## config.mk

```make
export PLATFORM = sky130hd
export DESIGN_NAME = dly_txn_table
export DESIGN_NICKNAME = d
export VERILOG_FILES = /design/src/rtl/dtt_pkg.sv /design/src/rtl/dtt_slot.sv /design/src/rtl/dtt_pick.sv /design/src/rtl/dly_txn_table.sv
export SDC_FILE = /design/constraint.sdc
export NUM_CORES = 1
export LEC_CHECK = 0
export ABC_AREA = 1
export BUFFER_PORTS_ARGS = -buffer_cell sky130_fd_sc_hd__buf_2
export CAP_MARGIN = 30
export CORE_MARGIN = 2
export CORE_UTILIZATION = 55
export CTS_BUF_LIST = sky130_fd_sc_hd__clkbuf_4 sky130_fd_sc_hd__clkbuf_8
export DETAILED_ROUTE_END_ITERATION = 10
export PLACE_DENSITY = 0.75
export RECOVER_POWER = 25
export REMOVE_ABC_BUFFERS = 1
export SLEW_MARGIN = 10
export SYNTH_ARGS = -nofsm -noshare
export SYNTH_HDL_FRONTEND = slang
export SYNTH_SLANG_ARGS = --single-unit
```

## constraint.sdc

```tcl
create_clock -name clk -period 11.17 [get_ports clk]
set_input_delay 1.6755 -clock clk [delete_from_list [all_inputs] [get_ports clk]]
set_output_delay 1.6755 -clock clk [all_outputs]
set_load 0.02 [all_outputs]
```

## src/rtl/dtt_pkg.sv

```systemverilog
package dtt_pkg;
   typedef enum logic [1:0] {
      SL_FREE  = 2'd0,
      SL_WAIT  = 2'd1,
      SL_SENT  = 2'd2,
      SL_READY = 2'd3
   } slot_st_e;
endpackage

```

## src/rtl/dtt_slot.sv

```systemverilog
module dtt_slot
   import dtt_pkg::*;
#(
   parameter int CMD_W  = 4,
   parameter int ADDR_W = 32,
   parameter int BE_W   = 4,
   parameter int MID_W  = 4,
   parameter int DATA_W = 32,
   parameter int STAT_W = 2
) (
   input  logic              clk,
   input  logic              rst_n,
   input  logic              alloc,
   input  logic              sent,
   input  logic              fill,
   input  logic              release_i,
   input  logic [CMD_W-1:0]  in_cmd,
   input  logic [ADDR_W-1:0] in_addr,
   input  logic [BE_W-1:0]   in_be,
   input  logic [MID_W-1:0]  in_mid,
   input  logic [DATA_W-1:0] in_wdata,
   input  logic [DATA_W-1:0] in_data,
   input  logic [STAT_W-1:0] in_stat,
   output slot_st_e          st,
   output logic [CMD_W-1:0]  cmd,
   output logic [ADDR_W-1:0] addr,
   output logic [BE_W-1:0]   be,
   output logic [MID_W-1:0]  mid,
   output logic [DATA_W-1:0] wdata,
   output logic [DATA_W-1:0] data,
   output logic [STAT_W-1:0] stat
);
   // slot life cycle: free -> waiting -> in flight -> answered -> free
   always_ff @(posedge clk or negedge rst_n) begin
      if (!rst_n)          st <= SL_FREE;
      else if (alloc)      st <= SL_WAIT;
      else if (sent)       st <= SL_SENT;
      else if (fill)       st <= SL_READY;
      else if (release_i)  st <= SL_FREE;
   end

   always_ff @(posedge clk) begin
      if (alloc) begin
         cmd   <= in_cmd;
         addr  <= in_addr;
         be    <= in_be;
         mid   <= in_mid;
         wdata <= in_wdata;
      end
      if (fill) begin
         data <= in_data;
         stat <= in_stat;
      end
   end

   a_r1_alloc_only_free: assert property (@(posedge clk) disable iff (!rst_n)
      alloc |-> st == SL_FREE);
   a_r2_fill_only_sent: assert property (@(posedge clk) disable iff (!rst_n)
      fill |-> st == SL_SENT);
   a_r10_release_only_ready: assert property (@(posedge clk) disable iff (!rst_n)
      release_i |-> st == SL_READY);
endmodule

```

## src/rtl/dtt_pick.sv

```systemverilog
module dtt_pick #(
   parameter int ENTRIES = 4,
   localparam int TAG_W  = $clog2(ENTRIES)
) (
   input  logic                             clk,
   input  logic                             rst_n,
   input  logic [ENTRIES-1:0]               elig,
   input  logic [ENTRIES-1:0][ENTRIES-1:0]  older,
   output logic [ENTRIES-1:0]               grant,
   output logic [TAG_W-1:0]                 gnt_idx,
   output logic                             any
);
   // older[j][i] = 1 means slot j was stored before slot i
   for (genvar i = 0; i < ENTRIES; i++) begin : g_col
      logic [ENTRIES-1:0] col;
      for (genvar j = 0; j < ENTRIES; j++) begin : g_bit
         assign col[j] = older[j][i];
      end
      assign grant[i] = elig[i] & ~|(elig & col);
   end

   assign any = |grant;

   always_comb begin
      gnt_idx = '0;
      for (int k = 0; k < ENTRIES; k++)
         if (grant[k]) gnt_idx = TAG_W'(k);
   end

   a_r6_one_grant: assert property (@(posedge clk) disable iff (!rst_n)
      $onehot0(grant));
   a_r6_grant_when_eligible: assert property (@(posedge clk) disable iff (!rst_n)
      (|elig) |-> (|grant));
endmodule

```

## src/rtl/dly_txn_table.sv

```systemverilog
module dly_txn_table
   import dtt_pkg::*;
#(
   parameter int ENTRIES = 4,
   parameter int CMD_W   = 4,
   parameter int ADDR_W  = 32,
   parameter int BE_W    = 4,
   parameter int MID_W   = 4,
   parameter int DATA_W  = 32,
   parameter int STAT_W  = 2,
   localparam int TAG_W  = $clog2(ENTRIES)
) (
   input  logic              clk,
   input  logic              rst_n,
   input  logic              req_valid,
   input  logic [CMD_W-1:0]  req_cmd,
   input  logic [ADDR_W-1:0] req_addr,
   input  logic [BE_W-1:0]   req_be,
   input  logic [MID_W-1:0]  req_mid,
   input  logic [DATA_W-1:0] req_wdata,
   output logic              rsp_valid,
   output logic              rsp_done,
   output logic [DATA_W-1:0] rsp_data,
   output logic [STAT_W-1:0] rsp_status,
   output logic              dn_valid,
   input  logic              dn_ready,
   output logic [TAG_W-1:0]  dn_tag,
   output logic [CMD_W-1:0]  dn_cmd,
   output logic [ADDR_W-1:0] dn_addr,
   output logic [BE_W-1:0]   dn_be,
   output logic [DATA_W-1:0] dn_wdata,
   input  logic              cpl_valid,
   input  logic [TAG_W-1:0]  cpl_tag,
   input  logic [DATA_W-1:0] cpl_data,
   input  logic [STAT_W-1:0] cpl_status
);
   if (ENTRIES < 2 || (ENTRIES & (ENTRIES - 1)) != 0) begin : g_bad_entries
      $error("dly_txn_table: ENTRIES must be a power of two, at least 2");
   end
   if (MID_W < 1 || ADDR_W < 1 || BE_W < 1) begin : g_bad_width
      $error("dly_txn_table: key field widths must be positive");
   end

   slot_st_e          st     [ENTRIES];
   logic [CMD_W-1:0]  s_cmd  [ENTRIES];
   logic [ADDR_W-1:0] s_addr [ENTRIES];
   logic [BE_W-1:0]   s_be   [ENTRIES];
   logic [MID_W-1:0]  s_mid  [ENTRIES];
   logic [DATA_W-1:0] s_wdata[ENTRIES];
   logic [DATA_W-1:0] s_data [ENTRIES];
   logic [STAT_W-1:0] s_stat [ENTRIES];

   logic [ENTRIES-1:0] hit, free_v, elig, blocked, grant;
   logic [ENTRIES-1:0] alloc_v, sent_v, fill_v, rel_v;
   logic [ENTRIES-1:0][ENTRIES-1:0] older;
   logic [TAG_W-1:0]   gnt_idx;
   logic               any_hit, full, any_grant;
   logic [DATA_W-1:0]  hit_data;
   logic [STAT_W-1:0]  hit_stat;

   for (genvar i = 0; i < ENTRIES; i++) begin : g_slot
      dtt_slot #(
         .CMD_W(CMD_W), .ADDR_W(ADDR_W), .BE_W(BE_W),
         .MID_W(MID_W), .DATA_W(DATA_W), .STAT_W(STAT_W)
      ) i_slot (
         .clk(clk), .rst_n(rst_n),
         .alloc(alloc_v[i]), .sent(sent_v[i]), .fill(fill_v[i]), .release_i(rel_v[i]),
         .in_cmd(req_cmd), .in_addr(req_addr), .in_be(req_be), .in_mid(req_mid),
         .in_wdata(req_wdata), .in_data(cpl_data), .in_stat(cpl_status),
         .st(st[i]), .cmd(s_cmd[i]), .addr(s_addr[i]), .be(s_be[i]), .mid(s_mid[i]),
         .wdata(s_wdata[i]), .data(s_data[i]), .stat(s_stat[i])
      );

      // four-field key match: requester tag is part of the key
      assign hit[i] = (st[i] != SL_FREE) && s_cmd[i] == req_cmd && s_addr[i] == req_addr
                    && s_be[i] == req_be && s_mid[i] == req_mid;
      assign free_v[i] = (st[i] == SL_FREE);

      // held back while another slot for the same location is in flight
      logic [ENTRIES-1:0] same_out;
      for (genvar k = 0; k < ENTRIES; k++) begin : g_blk
         if (k == i) begin : g_self
            assign same_out[k] = 1'b0;
         end else begin : g_other
            assign same_out[k] = (st[k] == SL_SENT) && s_addr[k] == s_addr[i]
                               && s_be[k] == s_be[i];
         end
      end
      assign blocked[i] = |same_out;
      assign elig[i]    = (st[i] == SL_WAIT) && !blocked[i];
      assign sent_v[i]  = grant[i] && dn_ready;
      assign fill_v[i]  = cpl_valid && cpl_tag == TAG_W'(i);
      assign rel_v[i]   = req_valid && hit[i] && st[i] == SL_READY;
   end

   assign any_hit = |hit;
   assign full    = ~|free_v;
   // lowest free slot as a one-hot vector
   assign alloc_v = (req_valid && !any_hit) ? (free_v & (~free_v + 1'b1)) : '0;

   always_comb begin
      hit_data = '0;
      hit_stat = '0;
      for (int k = 0; k < ENTRIES; k++) begin
         if (hit[k]) begin
            hit_data = s_data[k];
            hit_stat = s_stat[k];
         end
      end
   end

   // age matrix: a newly stored slot is younger than every occupied slot
   always_ff @(posedge clk or negedge rst_n) begin
      if (!rst_n) begin
         older <= '0;
      end else begin
         for (int a = 0; a < ENTRIES; a++)
            for (int b = 0; b < ENTRIES; b++)
               if (alloc_v[a])      older[a][b] <= 1'b0;
               else if (alloc_v[b]) older[a][b] <= (st[a] != SL_FREE);
      end
   end

   dtt_pick #(.ENTRIES(ENTRIES)) i_pick (
      .clk(clk), .rst_n(rst_n), .elig(elig), .older(older),
      .grant(grant), .gnt_idx(gnt_idx), .any(any_grant)
   );

   assign dn_valid = any_grant;
   assign dn_tag   = gnt_idx;
   assign dn_cmd   = s_cmd[gnt_idx];
   assign dn_addr  = s_addr[gnt_idx];
   assign dn_be    = s_be[gnt_idx];
   assign dn_wdata = s_wdata[gnt_idx];

   always_ff @(posedge clk or negedge rst_n) begin
      if (!rst_n) begin
         rsp_valid  <= 1'b0;
         rsp_done   <= 1'b0;
         rsp_data   <= '0;
         rsp_status <= '0;
      end else begin
         rsp_valid  <= req_valid;
         rsp_done   <= |rel_v;
         rsp_data   <= (|rel_v) ? hit_data : '0;
         rsp_status <= (|rel_v) ? hit_stat : '0;
      end
   end

   a_r10_single_hit: assert property (@(posedge clk) disable iff (!rst_n)
      req_valid |-> $countones(hit) <= 1);
   a_r8_full_retry: assert property (@(posedge clk) disable iff (!rst_n)
      (req_valid && !any_hit && full) |=> (rsp_valid && !rsp_done));
   a_r2_cpl_on_sent: assert property (@(posedge clk) disable iff (!rst_n)
      cpl_valid |-> st[cpl_tag] == SL_SENT);

   for (genvar i = 0; i < ENTRIES; i++) begin : g_chk_i
      for (genvar j = i + 1; j < ENTRIES; j++) begin : g_chk_j
         a_r5_no_twin_in_flight: assert property (@(posedge clk) disable iff (!rst_n)
            (st[i] == SL_SENT && st[j] == SL_SENT)
               |-> !(s_addr[i] == s_addr[j] && s_be[i] == s_be[j]));
      end
   end
endmodule

```

==> results of run 1 <==
[power groups by stage]
stage	registers, mW	clock network (mW)	logic, mW
4_1_cts	2.36	1.63	2.12
2_1_floorplan	2.36	0	1.35
3_5_place_dp	2.40	0	2.11
3_3_place_gp	2.39	0	2.08
6_report	2.37	1.61	2.16
5_1_grt	2.38	1.71	2.34
[sequential cells by signal, indices dropped and copies added (netlist names), 12 cells and up]
register,cells
g_slot.i_slot.mid,16
g_slot.i_slot.cmd,16
g_slot.i_slot.be,16
g_slot.i_slot.wdata,128
older,12
g_slot.i_slot.data,128
rsp_data,32
g_slot.i_slot.addr,128
[path summary, 6_finish.rpt]
path	to	slack, ps	from	depth (start not counted)
worst min-delay path	older[11]	480	older[11]	2
max in group asynchronous	rsp_data[14]	9440	rst_n	2
worst max register to register	g_slot[3].i_slot.wdata[21]	6230	g_slot[1].i_slot.addr[27]	14
worst max-delay path	dn_addr[8]	4100	g_slot[3].i_slot.addr[27]	20
min in group asynchronous	rsp_data[4]	1170	rst_n	2
worst min register to register	older[11]	480	older[11]	2
[metal layers]
metal / global-route usage (%) / up-vias / share of wire, %
met5: 0 / - / 0.046
met4: 16.7 / 6 / 4.5
met3: 6.57 / 219 / 10
met2: 52.5 / 1204 / 45
met1: 46.9 / 9982 / 40
li1: - / 9477 / -
[layout make-up]
cell class	instances	area, sq um	area share [%]
Clock buffer	120	1480	5.18
Antenna cell	6	15.0	0.0527
Sequential cell	496	14600	51.3
Timing Repair Buffer	251	1310	4.59
Multi-Input combinational cell	1902	9250	32.4
Inverter	246	926	3.25
Clock inverter	31	164	0.575
Tap cell	607	759	2.66
[cells by family after synthesis]
kind of cell / count (synthesis) / synth area share, %
xor gates and xnor gates: 211 / 7.20
AOI/OAI and AO/OA: 165 / 3.70
DFF: 496 / 57.0
and+or+nand+nor: 1526 / 25.0
buffers and inverters: 416 / 7.14
[cell usage in the layout, fill, tap and decap left out, types with 11 or more instances in the layout]
cell type  count
clkbuf_8      92
or2_2         74
a21oi_1       49
dfrtp_1       56
nand4_1       34
edfxtp_1     440
o22ai_1       69
inv_1        235
nor2_1       419
clkbuf_4      28
nor4_1        11
xor2_1        27
clkinv_1      20
xnor2_1      184
clkbuf_1      71
buf_2        156
o21ai_0       36
nand3_1      211
nand2_1      738
buf_4         20
[critical path, stage by stage, from the launching register on]
cell and delay [ps]:
edfxtp_1 570, inv_1 330, nand2_1 100, nand2_1 70, nand2_1 50, nor2_1 130
nand2_1 100, nor2_1 320, nand3_1 130, nand2_1 100, nor2_2 70, nand2_1 120
inv_2 60, nand2_4 440, buf_4 340, buf_16 320, nand2_4 570, nor2_1 280
nand2_1 70, nand2_1 110, buf_2 190
==> summary.md, run 1 <==
| Metric | Value |
|---|---|
| Initial antenna violation count | 9 |
| Syn_area_per_cell | 9.12 sq um |
| Row cnt | 79 |
| Status | complete, no violations |
| Post-CTS setup buffers | 0 |
| Skew-Pair Late Insertion Delay | 690 ps |
| Post-synth top area cell | edfxtp_1 |
| Worst setup margin | 4100 ps |
| Total power draw | 6.13 mW |
| Measured slew at the worst slew-check pin | 1060 ps |
| Area after DPL | 26800 sq um |
| Most common cell in the netlist | nand2_1 |
| Fmax | 141 MHz |
| Core Region | 46300 sq um |
| Synth top area share | 51.5% |
| Die Wd | 220 microns |
| WP data arrival | 5400 ps |
| Port Buffers | 227 |
| Max-slew violations | 0 |
| PD cells | 215 nW/um^2 |
| Die area | 48400 sq um |
| Post-Route WL | 82500 microns |
| Placed Instances | 3498 |
| First-pass GRT wire length | 123000 microns |
| Gate Count Post-Synth | 2814 |
| Int Pwr | 3.71 mW |
| Combinational power share | 35.2% |
| FF+latch count, synth | 496 |
| Critical setup path kind | flop to output pin |
| Layout Cells excl Fill | 3659 |
| Drc violations | 0 |
| Final net count | 3099 |
| Number of top-level pins | 228 |
| CTS H-tree depth | 3 |
| Clock Pin Slew Worst Setup and Hold Paths | 60 ps |
| Ys flop type | edfxtp_1 |
| Largest net degree at the start of global routing | 95 |
| FILL cells | 3889 |
| RSZ-0062 raised after global routing | false |
| P&R area growth vs syn | 11.2% |
| Startpoint class of the critical path | flop |
| Max_cap viols | 0 |
| Sequential share of the synthesized area | 57.0% |
| Hold crit path type | flop to flop |
| Post-CTS sizing | 0 |
| Reg power frac | 38.6% |
| DP HPWL | 55600 microns |
| Period utilization | 63.3% |
| NetSw | 2.42 mW |
| CTS tree | built |
| LEAKAGE | 11.6 nW |
| Netlist Area Pre-Place | 25700 sq um |
| Clk pwr share | 26.2% |
| Finished Core Util | 61.6% |
| Final min period | 7070 ps |
| Crit. End Element | output pin |
| Initial Util | 55.5% |
| Sw Share | 39.5% |
| Hold Worst Slack | 479 ps |
| Drt first pass iters | 8 |
| Sink Count | 496 |
| DP Worst Slack | 4530 ps |
| Placer's final routability congestion estimate | 1.07 |
| Overall routing resource usage | 34.2% |
| Largest cells by area after synthesis | edfxtp_1 52%, nand2_1 11%, xnor2_1 6.3%, nor2_1 6.1%, dfrtp_1 5.5% |
| Synth Warn # | 0 |
| Vias in the first global route | 20000 |
| Synth top cells by count | 738 x nand2_1, 440 x edfxtp_1, 420 x nor2_1 |
| Relative slew slack | 29.1% |
| Final Hold Fails | 0 |
| Layout cells sized above 1 | 13.9% |
| Post-cts hold buffer count | 0 |
| Avg Vias per Cell | 5.71 |
| Setup Skew | 45.5 ps |
| Die height | 220 microns |
| Peak VDD IR | 0.000178 V |
| Unique masters post-synth | 38 |
| Post-synth EDFFs | 440 |
| CTS Buf Count | 85 |
| TNS Setup | 0 ps |
| Post-route design area | 28500 sq um |
| Final setup vio count | 0 |
| Wirelength per Cell | 22.5 microns |
| Clock buffer depth | 3 |
| CTS Root Cell | clkbuf_8 |
| Post-route ant nets | 0 |
| Congestion Overflow GR | 0 |
| CP Max Fanout | 80 |
| Ys async rst share | 11.3% |
| Drt initial violations | 2435 |
| Worst endpoint required time | 9490 ps |
| Vias | 20900 |
Note: power is estimated with default switching activity, not from simulation.
==> run 2, diff against run 1 <==
Clock period 11.17 ns to 6.9 ns, I/O delays scaled along.
==> summary.md, run 2 (same netlist as run 1, synthesis figures left out) <==
| Metric | Value |
|---|---|
| Status | complete, no violations (unchanged) |
| Overall routing resource usage | 36.4% (was 34.2%) |
| Placer's final routability congestion estimate | 1.13 (was 1.07) |
| Finished Core Util | 62.0% (was 61.6%) |
| Final min period | 5610 ps |
| Die height | 220 microns (unchanged) |
| First-pass GRT wire length | 128000 microns (was 123000 microns) |
| Final Hold Fails | 0 (unchanged) |
| Initial antenna violation count | 7 (was 9) |
| Drc violations | 0 (unchanged) |
| RSZ-0062 raised after global routing | false (unchanged) |
| Row cnt | 79 (unchanged) |
| Final setup vio count | 0 (unchanged) |
| CTS Root Cell | clkbuf_8 (unchanged) |
| Final net count | 3102 (was 3099) |
| Max_cap viols | 0 (unchanged) |
| Worst r2r src | g_slot[3].i_slot.addr[23] (was g_slot[1].i_slot.addr[27]) |
| Hold crit path type | input port to async pin (was flop to flop) |
| R2R cell count | 12 (was 14) |
| Worst Setup SP | g_slot[2].i_slot.addr[30] (was g_slot[3].i_slot.addr[27]) |
| Setup Skew | 47.4 ps (was 45.5 ps) |
| Multi-input logic area | 9250 sq um (unchanged) |
| End point of the critical path | dn_wdata[8] (was dn_addr[8]) |
| Layout Cells excl Fill | 3663 (was 3659) |
| Worst endpoint required time | 5860 ps (was 9490 ps) |
| Post-CTS setup buffers | 0 (unchanged) |
| Post-Route WL | 87800 microns (was 82500 microns) |
| Reg area | 14600 sq um (unchanged) |
| CTS Buf Count | 83 (was 85) |
| Critical setup path kind | flop to output pin (unchanged) |
| Vias | 21000 (was 20900) |
| Commonest cells after routing, fill and taps aside | 738 x nand2_1, 440 x edfxtp_1, 419 x nor2_1 (unchanged) |
| Measured slew at the worst slew-check pin | 1030 ps (was 1060 ps) |
| Placed Instances | 3505 (was 3498) |
| Post-route ant nets | 0 (unchanged) |
| Post-CTS sizing | 0 (unchanged) |
| Skew-Pair Late Insertion Delay | 700 ps (was 690 ps) |
| Commonest non-fill, non-tap cell in the layout | nand2_1 (unchanged) |
| Slowest cell on crit path | nand2_4 (was edfxtp_1) |
| CP Max Fanout | 40 (was 80) |
| Die area | 48400 sq um (unchanged) |
| Period utilization | 81.3% |
| Post-cts hold buffer count | 0 (unchanged) |
| Hold Worst Slack | 483 ps (was 479 ps) |
| Relative slew slack | 31.1% (was 29.1%) |
| CTS tree | built (unchanged) |
| Drt initial violations | 2687 (was 2435) |
| Reg-to-reg endpoint | g_slot[3].i_slot.cmd[0] (was g_slot[3].i_slot.wdata[21]) |
| PD cells | 356 nW/um^2 (was 215 nW/um^2) |
| Wirelength per Cell | 24.0 microns (was 22.5 microns) |
| DP HPWL | 61000 microns (was 55600 microns) |
| Clock buffer depth | 3 (unchanged) |
| Avg Vias per Cell | 5.72 (was 5.71) |
| Die Wd | 220 microns (unchanged) |
| Top Registers | g_slot.i_slot.addr x128, g_slot.i_slot.data x128, g_slot.i_slot.wdata x128 (unchanged) |
| Fmax | 178 MHz |
| Drt first pass iters | 6 (was 8) |
| P&R area growth vs syn | 11.9% (was 11.2%) |
| Clock Pin Slew Worst Setup and Hold Paths | 60 ps (about the same) |
| Crit. End Element | output pin (unchanged) |
| Max-slew violations | 0 (unchanged) |
| Largest net degree at the start of global routing | 73 (was 95) |
| FILL cells | 3874 (was 3889) |
| CP peak stage delay | 600 ps (was 570 ps) |
| Worst reg-to-reg setup slack | 2230 ps (was 6230 ps) |
| Congestion Overflow GR | 0 (unchanged) |
| Initial Util | 55.5% (unchanged) |
| CTS H-tree depth | 3 (unchanged) |
| Vias in the first global route | 20200 (was 20000) |
| Crit-path cells | xnor2_1 -> nand2_1 -> nor2_1 -> nand2_1 -> nor2_1 -> nand3_1 -> nand2_1 -> nor2_1 -> nand2_1 -> nand2_1 -> inv_2 -> nand2_4 -> nand2_4 -> buf_12 -> nand2_1 -> nand2_1 -> nand2_1 -> buf_2 (was inv_1 -> nand2_1 -> nand2_1 -> nand2_1 -> nor2_1 -> nand2_1 -> nor2_1 -> nand3_1 -> nand2_1 -> nor2_2 -> nand2_1 -> inv_2 -> nand2_4 -> buf_4 -> buf_16 -> nand2_4 -> nor2_1 -> nand2_1 -> nand2_1 -> buf_2) |
| TNS Setup | 0 ps (unchanged) |
| Cell mode on critical path | nand2_1 (unchanged) |
| Layout cells sized above 1 | 13.8% (was 13.9%) |
| Peak VDD IR | 0.000265 V (was 0.000178 V) |
| LEAKAGE | 11.6 nW (about the same) |
| Startpoint class of the critical path | flop (unchanged) |
| Core Region | 46300 sq um (unchanged) |
| Number of top-level pins | 228 (unchanged) |
| Sink Count | 496 (unchanged) |
| Port Buffers | 227 (unchanged) |
| WP data arrival | 4570 ps (was 5400 ps) |
==> run 2: cell types whose count changed in the layout (fill, tap and decap cells not counted), sizes merged <==
cell    before  now
buf        180  185
bufinv       0    5
clkbuf     191  177
clkinv      30   36
diode        6    7
inv        246  247
==> run 2: final cells by class <==
cell class	instances	share of cell area, %
Clock buffer	106	4.71
Sequential cell	496	50.9
Clock inverter	43	1.28
Antenna cell	7	0.0611
Timing Repair Buffer	256	4.91
Tap cell	607	2.65
Inverter	246	3.23
Multi-Input combinational cell	1902	32.2
==> run 2: worst max-delay path, delay by kind of cell, from the launching register on <==
family                    cells  cell delay, ps
xor gates and xnor gates      1             230
DFF                           1             530
buffers and inverters         3             540
and+or+nand+nor              14            2570
==> run 2: layer usage <==
| metal | track usage (%) | up-vias | routed length [microns] |
|---|---|---|---|
| met1 | 49.3 | 9971 | 34400 |
| met3 | 7.69 | 257 | 8930 |
| met2 | 55.5 | 1250 | 39400 |
| li1 | - | 9482 | - |
| met5 | 0 | - | 19 |
| met4 | 19.1 | 4 | 4990 |
==> run 2: per-stage QoR <==
step	cell area, sq um	worst slack (ps)	power, mW
2_1_floorplan	24700	-1940	6.02
3_3_place_gp	26900	1330	7.38
3_5_place_dp	27000	1290	7.45
4_1_cts	28700	1360	10.2
5_1_grt	28700	1120	10.6
6_report	28700	1290	10.2
==> run 2: report_power, final <==
part	internal (mW)	switching, mW
Combinational	1.07	2.56
Clock	1.49	1.26
Sequential	3.59	0.244
Total	6.14	4.06
==> run 2: how the worst min path moves through the flow <==
stage                            to  slack [ps]  cells after the start
final                      rsp_done         480                      2
after global routing       older[2]         510                      2
after CTS                  rsp_done         470                      2
after detailed placement   older[6]         460                      2
after global placement     older[2]         460                      2
after floorplan           older[11]         440                      2
